## src/rtl/sbus_arb_pkg.sv

```systemverilog
`timescale 1ns/1ps
package sbus_arb_pkg;

   typedef enum logic [2:0] {
      GNT_NONE = 3'd0,
      GNT_ERR  = 3'd1,
      GNT_DRX  = 3'd2,
      GNT_DTX  = 3'd3,
      GNT_VRX  = 3'd4,
      GNT_VTX  = 3'd5
   } grant_e;

   localparam int SRC_RXD  = 0;
   localparam int SRC_REOB = 1;
   localparam int SRC_TXR  = 2;
   localparam int SRC_TEOB = 3;
   localparam int NUM_SRC  = 4;

endpackage

```

## src/rtl/sbus_arb_pend_bank.sv

```systemverilog
`timescale 1ns/1ps
// Bank of sticky pending bits; a hardware set beats a software clear.
module sbus_arb_pend_bank #(
   parameter int WIDTH = 4
) (
   input  logic             clk,
   input  logic             rst_n,
   input  logic [WIDTH-1:0] set_i,
   input  logic [WIDTH-1:0] clr_i,
   output logic [WIDTH-1:0] q_o
);

   generate
      if (WIDTH < 1) begin : g_bad_width
         $error("sbus_arb_pend_bank: WIDTH must be at least 1");
      end
   endgenerate

   genvar gi;
   generate
      for (gi = 0; gi < WIDTH; gi++) begin : g_bit
         logic bit_q;
         always_ff @(posedge clk or negedge rst_n) begin
            if (!rst_n) bit_q <= 1'b0;
            else if (set_i[gi]) bit_q <= 1'b1;
            else if (clr_i[gi]) bit_q <= 1'b0;
         end
         assign q_o[gi] = bit_q;
      end
   endgenerate

endmodule

```

## src/rtl/sbus_arb_err_latch.sv

```systemverilog
`timescale 1ns/1ps
// Error pending bit, forced by any error flag; the clear works only with all flags low.
module sbus_arb_err_latch #(
   parameter int NUM_ERR   = 9,
   parameter bit COMB_PASS = 1'b0
) (
   input  logic               clk,
   input  logic               rst_n,
   input  logic [NUM_ERR-1:0] flags_i,
   input  logic               clr_i,
   output logic               pend_o
);

   generate
      if (NUM_ERR < 1) begin : g_bad_num
         $error("sbus_arb_err_latch: NUM_ERR must be at least 1");
      end
   endgenerate

   logic any_flag;
   logic pend_q;

   assign any_flag = |flags_i;

   always_ff @(posedge clk or negedge rst_n) begin
      if (!rst_n) pend_q <= 1'b0;
      else if (any_flag) pend_q <= 1'b1;
      else if (clr_i) pend_q <= 1'b0;
   end

   generate
      if (COMB_PASS) begin : g_pass
         assign pend_o = pend_q | any_flag;
      end else begin : g_reg
         assign pend_o = pend_q;
      end
   endgenerate

endmodule

```

## src/rtl/sbus_arb_prio.sv

```systemverilog
`timescale 1ns/1ps
// Fixed-priority select; DMA ranks above or below the error source per stop bit.
module sbus_arb_prio
   import sbus_arb_pkg::*;
#(
   parameter bit DMA_RX_FIRST = 1'b1
) (
   input  logic   dma_stop_i,
   input  logic   err_req_i,
   input  logic   drx_req_i,
   input  logic   dtx_req_i,
   input  logic   vrx_req_i,
   input  logic   vtx_req_i,
   output grant_e grant_o
);

   logic   dma_a, dma_b;
   grant_e code_a, code_b;

   generate
      if (DMA_RX_FIRST) begin : g_rx_first
         assign dma_a  = drx_req_i;
         assign dma_b  = dtx_req_i;
         assign code_a = GNT_DRX;
         assign code_b = GNT_DTX;
      end else begin : g_tx_first
         assign dma_a  = dtx_req_i;
         assign dma_b  = drx_req_i;
         assign code_a = GNT_DTX;
         assign code_b = GNT_DRX;
      end
   endgenerate

   logic   dma_hit;
   grant_e dma_code;

   assign dma_hit  = dma_a | dma_b;
   assign dma_code = dma_a ? code_a : code_b;

   always_comb begin
      if (!dma_stop_i && dma_hit) grant_o = dma_code;
      else if (err_req_i)         grant_o = GNT_ERR;
      else if (dma_hit)           grant_o = dma_code;
      else if (vrx_req_i)         grant_o = GNT_VRX;
      else if (vtx_req_i)         grant_o = GNT_VTX;
      else                        grant_o = GNT_NONE;
   end

endmodule

```

## src/rtl/sbus_irq_dma_arb.sv

```systemverilog
`timescale 1ns/1ps
module sbus_irq_dma_arb
   import sbus_arb_pkg::*;
#(
   parameter int NUM_ERR      = 9,
   parameter bit DMA_RX_FIRST = 1'b1,
   parameter bit ERR_COMB     = 1'b0
) (
   input  logic               clk,
   input  logic               rst_n,
   input  logic [NUM_ERR-1:0] err_flags,
   input  logic [3:0]         evt,
   input  logic [3:0]         clr_pend,
   input  logic               clr_err,
   input  logic [3:0]         src_mask,
   input  logic               err_mask,
   input  logic               glob_ie,
   input  logic [1:0]         dma_req,
   input  logic [1:0]         dma_en,
   input  logic               stop_we,
   input  logic               stop_wdata,
   output logic [3:0]         pend,
   output logic               err_pend,
   output logic               dma_stop,
   output logic [2:0]         grant,
   output logic               irq_err,
   output logic               irq_rx,
   output logic               irq_tx,
   output logic               rx_via_eob,
   output logic               tx_via_eob,
   output logic               dma_suspend
);

   localparam int NSRC = NUM_SRC;

   generate
      if (NUM_ERR < 1 || NUM_ERR > 32) begin : g_bad_err
         $error("sbus_irq_dma_arb: NUM_ERR out of range");
      end
   endgenerate

   // DMA-stop control bit, reset to 1
   logic stop_q;
   always_ff @(posedge clk or negedge rst_n) begin
      if (!rst_n) stop_q <= 1'b1;
      else if (stop_we) stop_q <= stop_wdata;
   end
   assign dma_stop = stop_q;

   logic [NSRC-1:0] pend_w;
   sbus_arb_pend_bank #(.WIDTH(NSRC)) i_pend (
      .clk   (clk),
      .rst_n (rst_n),
      .set_i (evt),
      .clr_i (clr_pend),
      .q_o   (pend_w)
   );
   assign pend = pend_w;

   logic err_w;
   sbus_arb_err_latch #(.NUM_ERR(NUM_ERR), .COMB_PASS(ERR_COMB)) i_err (
      .clk     (clk),
      .rst_n   (rst_n),
      .flags_i (err_flags),
      .clr_i   (clr_err),
      .pend_o  (err_w)
   );
   assign err_pend = err_w;

   // per-source request terms; the global enable skips the end-of-block pair
   logic [NSRC-1:0] src_gate;
   logic [NSRC-1:0] src_req;
   assign src_gate[SRC_RXD]  = glob_ie;
   assign src_gate[SRC_REOB] = 1'b1;
   assign src_gate[SRC_TXR]  = glob_ie;
   assign src_gate[SRC_TEOB] = 1'b1;
   assign src_req = pend_w & src_mask & src_gate;

   assign irq_err    = err_w & err_mask & glob_ie;
   assign irq_rx     = src_req[SRC_RXD] | src_req[SRC_REOB];
   assign irq_tx     = src_req[SRC_TXR] | src_req[SRC_TEOB];
   assign rx_via_eob = src_req[SRC_REOB];
   assign tx_via_eob = src_req[SRC_TEOB];

   assign dma_suspend = stop_q & err_w;

   logic [1:0] dma_live;
   assign dma_live = dma_req & dma_en & {2{~dma_suspend}};

   grant_e grant_w;
   sbus_arb_prio #(.DMA_RX_FIRST(DMA_RX_FIRST)) i_prio (
      .dma_stop_i (stop_q),
      .err_req_i  (irq_err),
      .drx_req_i  (dma_live[0]),
      .dtx_req_i  (dma_live[1]),
      .vrx_req_i  (irq_rx),
      .vtx_req_i  (irq_tx),
      .grant_o    (grant_w)
   );
   assign grant = grant_w;

endmodule

```

## config.mk

```make
export PLATFORM = sky130hd
export DESIGN_NAME = sbus_irq_dma_arb
export DESIGN_NICKNAME = d
export VERILOG_FILES = /design/src/rtl/sbus_arb_pkg.sv /design/src/rtl/sbus_arb_pend_bank.sv /design/src/rtl/sbus_arb_err_latch.sv /design/src/rtl/sbus_arb_prio.sv /design/src/rtl/sbus_irq_dma_arb.sv
export SDC_FILE = /design/constraint.sdc
export NUM_CORES = 1
export LEC_CHECK = 0
export ABC_AREA = 1
export BUFFER_PORTS_ARGS = -buffer_cell sky130_fd_sc_hd__buf_2
export CAP_MARGIN = 20
export CORE_MARGIN = 4
export CORE_UTILIZATION = 27
export DETAILED_ROUTE_END_ITERATION = 7
export PLACE_DENSITY = 0.76
export SETUP_SLACK_MARGIN = 0.2
export SYNTH_ARGS = -nofsm -noshare
export SYNTH_HDL_FRONTEND = slang
export SYNTH_SLANG_ARGS = --single-unit
export TNS_END_PERCENT = 30
```

## constraint.sdc

```tcl
create_clock -name clk -period 1.15 [get_ports clk]
set_clock_uncertainty 0.2 [all_clocks]
set_input_delay 0.23 -clock clk [delete_from_list [all_inputs] [get_ports clk]]
set_output_delay 0.23 -clock clk [all_outputs]
set_load 0.01 [all_outputs]
```

==> results of run 1 <==
-- metrics by stage --
step | utilization [%] | cell area [sq um]
after global routing | 62.3 | 821
final | 62.3 | 821
after global placement | 49.5 | 652
after CTS | 59.0 | 777
after detailed placement | 49.5 | 652
after floorplan | - | 388
-- cells in the mapped netlist, drive strengths merged --
cell	count	area, sq um
inv	10	37.5
nand2	9	38.8
dfrtp	5	125
buf	4	30.0
nand3	4	20.0
o21bai	4	30.0
nor2	2	7.51
nor3	2	10.0
a211oi	1	7.51
a21oi	1	16.3
and3	1	6.26
dfstp	1	26.3
mux2	1	11.3
nor4	1	6.26
o21ai	1	5.00
-- layer usage --
layer	routed length [um]	global-route usage (%)	vias up
met5	0	0	-
met4	10	9.36	0
met3	119	3.95	2
met2	844	26.7	25
met1	527	14.1	219
li1	-	-	259
-- layout make-up --
type	count	area, sq um
well taps	15	18.8
repair buffers	57	383
fillers	110	497
multi-input cells	27	201
clock buffers	4	26.3
inverters	10	40.0
flip-flops and latches	6	151
-- path summary, 6_finish.rpt --
kind	startpoint	endpoint	depth (start not counted)
setup / recovery	i_err.pend_o	grant[0]	7
hold / removal	clr_pend[0]	i_pend.g_bit[0].bit_q	2
setup reg to reg	i_err.pend_o	i_err.pend_o	3
hold reg to reg	i_pend.g_bit[2].bit_q	i_pend.g_bit[2].bit_q	3
max in group asynchronous	rst_n	dma_stop	2
min in group asynchronous	rst_n	i_pend.g_bit[2].bit_q	2
-- flip-flops by register name, summed over array words and instances (netlist names) --
register	count
i_err.pend_o	1
dma_stop	1
i_pend.g_bit.bit_q	4
-- report_power, final --
| part | internal (mW) | switching [mW] | total [mW] |
|---|---|---|---|
| logic | 0.173 | 0.133 | 0.305 |
| registers | 0.228 | 0.00947 | 0.237 |
| clock network | 0.131 | 0.0733 | 0.205 |
-- logic make-up (layout without fill, tap and decap cells) --
family                 after synthesis  count (layout)
AO/OA/AOI/OAI                        7               7
multiplexers                         1               1
buffers and inverters               14              71
AND/OR/NAND/NOR                     19              19
flip-flops                           6               6
-- cells in the final DEF (no fill, tap or decap) --
cell type / instances
buf_2: 37
buf_6: 12
nand2_2: 8
inv_1: 8
buf_4: 7
dfrtp_1: 5
o21bai_1: 4
clkbuf_4: 3
nand3_2: 2
nand3_1: 2
and3_2: 1
inv_4: 1
nand2_1: 1
a21oi_4: 1
nor2_1: 1
inv_2: 1
o21ai_2: 1
nor2_2: 1
nor3_2: 1
mux2_2: 1
nor4_1: 1
nor3_1: 1
a211oi_2: 1
clkbuf_1: 1
dfstp_2: 1
dlygate4sd3_1: 1
-- repair_timing --
item	4_1_cts	5_1_grt
endpoints found under the hold margin	11	4
gates resized for setup	15	9
pin swaps	7	6
setup buffers	2	2
setup endpoints to repair	17	21
==> reports/results.ini, run 1 <==
[outcome]
status=complete, but fails checks
violations=hold timing, setup timing

[yosys]
synth_area_per_cell_sq_um=8.04
netlist_instances=47
synthAdderAreaFrac_pct=0
synth_cell_types=17
ys_ff_latch=6
synth-compound-area-share_pct=15.6
yosysSeqAreaShare_pct=40.1
syn_area_sq_um=378
synth_top_family_by_area=simple AND/OR/NAND/NOR gates
muxShareOfSynthArea_pct=2.98
synth_xor_area_share_pct=0
synth_simple_gate_area_share_pct=23.5
synth_warnings=0
syn-num-nets=79

[setup_path]
crit_top_cell=nand2_2
r2r_slack_ns=0.01
crit_family=flip-flops
cp.required_ns=0.72
arrival_ns=1.30
cp_num_buf_inv=3
path_class=reg -> out
crit_path_max_incr_delay_ns=0.39
end_kind=output pin
cp_max_fo=4
slowest_stage=dfrtp_1
worst_setup_path_start_kind=flop
path_cells=nand2_2, inv_4, a21oi_4, inv_2, nand2_2, nand3_2, buf_6

[global_routing]
grt_max_degree=7
grt_pass1_vias=501
grt-ovfl-total=0
grt.total_usage_pct=14.6
antenna_found_initial=0
grt_pass1_wl_um=2060

[place]
dpl.hpwl_um=990
dp.cells=110
post-place-ws_ns=-0.276
gp_congestion=0.605
io_buffers=46

[sta]
slew_viol_final=0
fin_crit_sh_pct=150
tightest_slew_ns=0.244
final-setup-viol-count=15
whs_ns=-0.0370
fmax_ghz=0.579
rsz0062_at_grt=yes
setup_tns_ns=-4.07
slew_headroom_pct=83.6
hold_viol=5
setup_ws_ns=-0.576
min_period_ns=1.73

[clock_network]
cts_sinks=6
cts_tree=done
path_clk_slew_ns=0.04
h-tree-depth=1
root_buffer=clkbuf_4
cts_made_buffers=3
cts.hold.buffers_added=1
clk-insertion-delay-late_ns=0.24
clockBufferDepth=2

[finish]
layout-drive-gt1-share_pct=76.0
area_growth_pct=117
stdcell_count=119
final_nets=137
antennaDiodeCount=0

[route]
drc=0
vias=505
vias_per_cell=4.24
wire_per_inst_um=12.6
drt_first_iter_violations=5
wl_um=1500
postRouteAntennaNets=0
first_pass_iters=3

[floorplanning]
die_h_um=45.4
core_sq_um=1320
rows=13
num_io_pins=47
chipWidth_um=45.4
start_util_pct=28.7
dieArea_sq_um=2060

[power_and_ir_drop]
ir_worst_vdd_mv=0.391
power_mw=0.747
power_density_nw_per_um2=910
power_leakage_nw=0.469

[flow_run]
max_cap_violations=0

[min_path]
hp-class=in -> reg

Power figures use the tool's default switching activity.
==> inputs of run 2 (changes only) <==
--- a/config.mk
+++ b/config.mk
@@ -12,6 +12,7 @@
 export CORE_UTILIZATION = 27
 export DETAILED_ROUTE_END_ITERATION = 7
 export PLACE_DENSITY = 0.76
+export REMOVE_ABC_BUFFERS = 1
 export SETUP_SLACK_MARGIN = 0.2
 export SYNTH_ARGS = -nofsm -noshare
 export SYNTH_HDL_FRONTEND = slang
==> reports/results.ini, run 2 (synthesis results as in run 1) <==
[outcome]
status=complete, but fails checks  ; unchanged
violations=hold timing, setup timing  ; unchanged

[floorplanning]
start_util_pct=28.7  ; unchanged
num_io_pins=47  ; unchanged
chipWidth_um=45.4  ; unchanged
die_h_um=45.4  ; unchanged
core_sq_um=1320  ; unchanged
rows=13  ; unchanged
dieArea_sq_um=2060  ; unchanged

[power_and_ir_drop]
power_leakage_nw=0.454  ; was 0.469 nW
power_density_nw_per_um2=912  ; was 910 nW/um^2
ir_worst_vdd_mv=0.394  ; was 0.391 mV

[clock_network]
root_buffer=clkbuf_4  ; unchanged
path_clk_slew_ns=0.05  ; was 0.04 ns
h-tree-depth=1  ; unchanged
cts_tree=done  ; unchanged
cts_made_buffers=3  ; unchanged
cts.hold.buffers_added=1  ; unchanged
clk-insertion-delay-late_ns=0.23  ; was 0.24 ns
cts_sinks=6  ; unchanged
clockBufferDepth=2  ; unchanged

[setup_path]
cp-startpoint=dma_stop  ; was i_err.pend_o
worst_setup_path_start_kind=flop  ; unchanged
end_kind=output pin  ; unchanged
crit_end=grant[0]  ; unchanged
path_class=reg -> out  ; unchanged
regToRegEndpoint=dma_stop  ; was i_err.pend_o
cp_max_fo=4  ; unchanged
r2r_start=dma_stop  ; was i_err.pend_o
arrival_ns=1.31  ; was 1.30 ns
r2r_slack_ns=-0.07  ; was 0.01 ns
cp.required_ns=0.72  ; about the same
reg2reg_depth=4  ; was 3

[sta]
tightest_slew_ns=0.219  ; was 0.244 ns
final-setup-viol-count=17  ; was 15
rsz0062_at_grt=yes  ; unchanged
slew_viol_final=0  ; unchanged
slew_headroom_pct=85.3  ; was 83.6%
setup_tns_ns=-4.08  ; was -4.07 ns
hold_viol=4  ; was 5
whs_ns=-0.0393  ; was -0.0370 ns
fmax_ghz=0.575  ; was 0.579 GHz
fin_crit_sh_pct=151  ; was 150%
setup_ws_ns=-0.589  ; was -0.576 ns
min_period_ns=1.74  ; was 1.73 ns

[route]
wl_um=1390  ; was 1500 um
vias=524  ; was 505
vias_per_cell=4.44  ; was 4.24
wire_per_inst_um=11.8  ; was 12.6 um
drc=0  ; unchanged
postRouteAntennaNets=0  ; unchanged
drt_first_iter_violations=4  ; was 5
first_pass_iters=3  ; unchanged

[finish]
final_nets=136  ; was 137
layout-drive-gt1-share_pct=68.9  ; was 76.0%
final_common_cell=buf_2  ; unchanged
antennaDiodeCount=0  ; unchanged
area_growth_pct=108  ; was 117%
largest_register_ffs=4  ; unchanged
largest_register=i_pend.g_bit.bit_q  ; unchanged
layout_common_cells=38 x buf_2, 12 x buf_6, 8 x inv_1, 6 x nand2_2  ; was 37 x buf_2, 12 x buf_6, 8 x nand2_2, 8 x inv_1, 7 x buf_4
nFillCells=115  ; was 110

[flow_run]
max_cap_violations=0  ; unchanged

[min_path]
hold_path_depth=2  ; unchanged
hp-class=in -> reg  ; unchanged
min-delay-start=clr_pend[2]  ; was clr_pend[0]

[place]
post-place-ws_ns=-0.291  ; was -0.276 ns
io_buffers=46  ; unchanged
gp_congestion=0.613  ; was 0.605
dpl.hpwl_um=992  ; was 990 um

[global_routing]
antenna_found_initial=0  ; unchanged
grt-ovfl-total=0  ; unchanged
grt_max_degree=7  ; unchanged
grt_pass1_wl_um=1770  ; was 2060 um
grt.total_usage_pct=12.3  ; was 14.6%
grt_pass1_vias=464  ; was 501

## run 2: cell type report
type / count / area [sq um] / area share, %
clock buffers: 4 / 26.3 / 3.34
inverters: 10 / 37.5 / 4.78
multi-input cells: 27 / 179 / 22.8
flip-flops and latches: 6 / 151 / 19.3
well taps: 15 / 18.8 / 2.39
repair buffers: 56 / 373 / 47.5
## run 2: layer usage
metal | routed length [um] | GRT usage [%] | up-vias
met4 | 22 | 8.77 | 0
met2 | 692 | 21.7 | 35
met5 | 0 | 0 | -
li1 | - | - | 261
met3 | 216 | 3.95 | 4
met1 | 455 | 11.7 | 224
## run 2: report_power, final
group	internal (mW)	switching (mW)	leakage (nW)
clock	0.131	0.0734	0.0150
combinational	0.156	0.119	0.377
sequential	0.228	0.00901	0.0622
total	0.515	0.202	0.454
## run 2: stage by stage
step / util, % / hold slack, ns / area (sq um) / total power, mW / std cells
6_report: 59.6 / -0.0393 / 786 / 0.717 / 118
5_1_grt: 59.6 / -0.0388 / 786 / 0.774 / 118
4_1_cts: 56.0 / -0.0508 / 738 / 0.700 / 116
3_5_place_dp: 48.7 / -0.144 / 642 / 0.447 / 110
3_3_place_gp: 48.7 / -0.144 / 642 / 0.444 / 110
2_1_floorplan: - / -0.266 / 348 / 0.325 / 43
## run 2: critical path, cell delays in order, from the launching register on
cell     delay, ns
dfstp_2       0.53
nand2_2       0.05
inv_2         0.08
a21oi_4       0.05
o21ai_1       0.10
nand3_1       0.11
buf_2         0.16
## run 2: worst min-delay path by stage
| stage | endpoint | slack [ns] |
|---|---|---|
| 4_1_cts | i_pend.g_bit[1].bit_q | -0.05 |
| 5_1_grt | i_pend.g_bit[2].bit_q | -0.04 |
| 3_3_place_gp | i_pend.g_bit[1].bit_q | -0.14 |
| 3_5_place_dp | i_pend.g_bit[3].bit_q | -0.14 |
| 2_1_floorplan | i_err.pend_o | -0.27 |
| 6_report | i_pend.g_bit[2].bit_q | -0.04 |
## run 2: repair_timing
| action | 4_1_cts | 5_1_grt |
|---|---|---|
| buffers inserted | 1 | 2 |
| setup endpoints to repair | 17 | 21 |
| pin swaps | 4 | 4 |
| hold endpoints to repair | 11 | 4 |
| resized for setup | 10 | 8 |
==> inputs of run 3 (changes only) <==
--- a/config.mk
+++ b/config.mk
@@ -12,6 +12,7 @@
 export CORE_UTILIZATION = 27
 export DETAILED_ROUTE_END_ITERATION = 7
 export PLACE_DENSITY = 0.76
+export RECOVER_POWER = 50
 export REMOVE_ABC_BUFFERS = 1
 export SETUP_SLACK_MARGIN = 0.2
 export SYNTH_ARGS = -nofsm -noshare
==> constraint.sdc (replaced) <==
create_clock -name clk -period 1.15 [get_ports clk]
set_clock_uncertainty 0.2 [all_clocks]
set_input_delay 0.345 -clock clk [delete_from_list [all_inputs] [get_ports clk]]
set_output_delay 0.345 -clock clk [all_outputs]
set_load 0.01 [all_outputs]
==> reports/results.ini, run 3 (synthesis results as in run 1) <==
[outcome]
status=complete, but fails checks  ; unchanged
violations=setup timing  ; was hold timing, setup timing

[clock_network]
root_buffer=clkbuf_4  ; unchanged
cts_tree=done  ; unchanged
cts_made_buffers=3  ; unchanged
path_clk_slew_ns=0.05  ; about the same
clockBufferDepth=2  ; unchanged
cts_sinks=6  ; unchanged
h-tree-depth=1  ; unchanged
clk-insertion-delay-late_ns=0.24  ; was 0.23 ns

[setup_path]
path_class=reg -> out  ; unchanged
worst_setup_path_start_kind=flop  ; unchanged
end_kind=output pin  ; unchanged
arrival_ns=1.30  ; was 1.31 ns
cp_max_fo=4  ; unchanged
cp.required_ns=0.60  ; was 0.72 ns

[place]
gp_congestion=0.615  ; was 0.613
post-place-ws_ns=-0.394  ; was -0.291 ns
dpl.hpwl_um=1010  ; was 992 um
io_buffers=46  ; unchanged
place_area_sq_um=642  ; unchanged

[sta]
slew_viol_final=0  ; unchanged
hold_viol=0  ; was 4
slew_headroom_pct=80.0  ; was 85.3%
rsz0062_at_grt=yes  ; unchanged
setup_ws_ns=-0.697  ; was -0.589 ns
fmax_ghz=0.541  ; was 0.575 GHz
min_period_ns=1.85  ; was 1.74 ns
fin_crit_sh_pct=161  ; was 151%
tightest_slew_ns=0.297  ; was 0.219 ns
final-setup-viol-count=16  ; was 17

[floorplanning]
chipWidth_um=45.4  ; unchanged
num_io_pins=47  ; unchanged
start_util_pct=28.7  ; unchanged
dieArea_sq_um=2060  ; unchanged
core_sq_um=1320  ; unchanged
die_h_um=45.4  ; unchanged
rows=13  ; unchanged

[power_and_ir_drop]
power_mw=0.722  ; was 0.717 mW
ir_worst_vdd_mv=0.380  ; was 0.394 mV
power_leakage_nw=0.460  ; was 0.454 nW
power_density_nw_per_um2=905  ; was 912 nW/um^2

[route]
first_pass_iters=4  ; was 3
wire_per_inst_um=11.9  ; was 11.8 um
vias_per_cell=4.40  ; was 4.44
wl_um=1420  ; was 1390 um
postRouteAntennaNets=0  ; unchanged
drc=0  ; unchanged
drt_first_iter_violations=6  ; was 4
vias=524  ; unchanged

[min_path]
hp-class=in -> reg  ; unchanged

[finish]
postLayoutCoreUtil_pct=60.5  ; was 59.6%
nFillCells=115  ; unchanged
fin_area_sq_um=797  ; was 786 sq um
layout-drive-gt1-share_pct=68.3  ; was 68.9%
final_nets=137  ; was 136
layout_common_cells=36 x buf_2, 12 x buf_6, 8 x inv_1, 7 x buf_4, 6 x nand2_2  ; was 38 x buf_2, 12 x buf_6, 8 x inv_1, 6 x nand2_2
largest_register=i_pend.g_bit.bit_q  ; unchanged
final_common_cell=buf_2  ; unchanged
largest_register_ffs=4  ; unchanged
antennaDiodeCount=0  ; unchanged
area_growth_pct=111  ; was 108%

[global_routing]
antenna_found_initial=0  ; unchanged
grt_max_degree=7  ; unchanged
grt-ovfl-total=0  ; unchanged
grt_pass1_vias=474  ; was 464
grt.total_usage_pct=11.7  ; was 12.3%
grt_pass1_wl_um=1750  ; was 1770 um

[flow_run]
max_cap_violations=0  ; unchanged

run 3: changes by cell type in the layout (fill, tap and decap cells not counted):
cell      delta
nand3_1      -1
nand3_2      +1
buf_4        +2
inv_4        +1
inv_2        -1
and3_4       -1
and3_1       +1
buf_2        -2
clkbuf_1     +1
run 3: cell type report:
class | instances | area (sq um) | share of cell area [%]
clock buffer | 4 | 26.3 | 3.30
inverter | 10 | 40.0 | 5.02
multi-input combinational | 27 | 179 | 22.4
sequential | 6 | 151 | 19.0
tap | 15 | 18.8 | 2.35
timing repair buffer | 57 | 382 | 47.9
run 3: metrics by stage:
step                std cells  setup TNS (ns)  hold slack [ns]
floorplan                  43           -1.16           -0.151
detailed placement        110           -2.10          -0.0274
global route              119           -6.76           0.0697
global placement          110           -2.02          -0.0294
finish                    119           -5.99           0.0746
CTS                       115           -5.51           0.0694
run 3: worst max-delay path, cell delays in order (launching register included):
cell and delay [ns]:
dfstp_2 0.53, nand2_2 0.07, inv_4 0.08, a21oi_4 0.05, o21ai_1 0.11, nand3_1 0.09
buf_2 0.15
run 3: per-layer routing:
metal	vias to the layer above	wire [um]	global-route usage [%]
li1	262	-	-
met4	0	0	3.51
met3	0	205	5.53
met5	-	0	0
met2	35	733	22.0
met1	227	483	10.9
run 3: power breakdown:
part | internal [mW] | switching, mW
Combinational | 0.160 | 0.120
Sequential | 0.228 | 0.00866
Clock | 0.131 | 0.0739
run 3: path summary, 6_finish.rpt:
| check | start | endpoint | slack, ns | cells past startpoint |
|---|---|---|---|---|
| setup / recovery | dma_stop | grant[0] | -0.70 | 6 |
| hold / removal | clr_pend[3] | i_pend.g_bit[3].bit_q | 0.07 | 2 |
| setup reg to reg | i_err.pend_o | i_err.pend_o | -0.06 | 3 |
| hold reg to reg | i_pend.g_bit[2].bit_q | i_pend.g_bit[2].bit_q | 0.42 | 3 |
| max in group asynchronous | rst_n | dma_stop | 0.16 | 2 |
| min in group asynchronous | rst_n | i_pend.g_bit[3].bit_q | 0.30 | 2 |
run 3: timing repair:
action                                 4_1_cts  5_1_grt
resized for setup                            8       11
buffers inserted                             0        4
hold buffers                                 1        0
endpoints found under the hold margin        6        0
setup endpoints to repair                   17       21
pin swaps                                    4        6
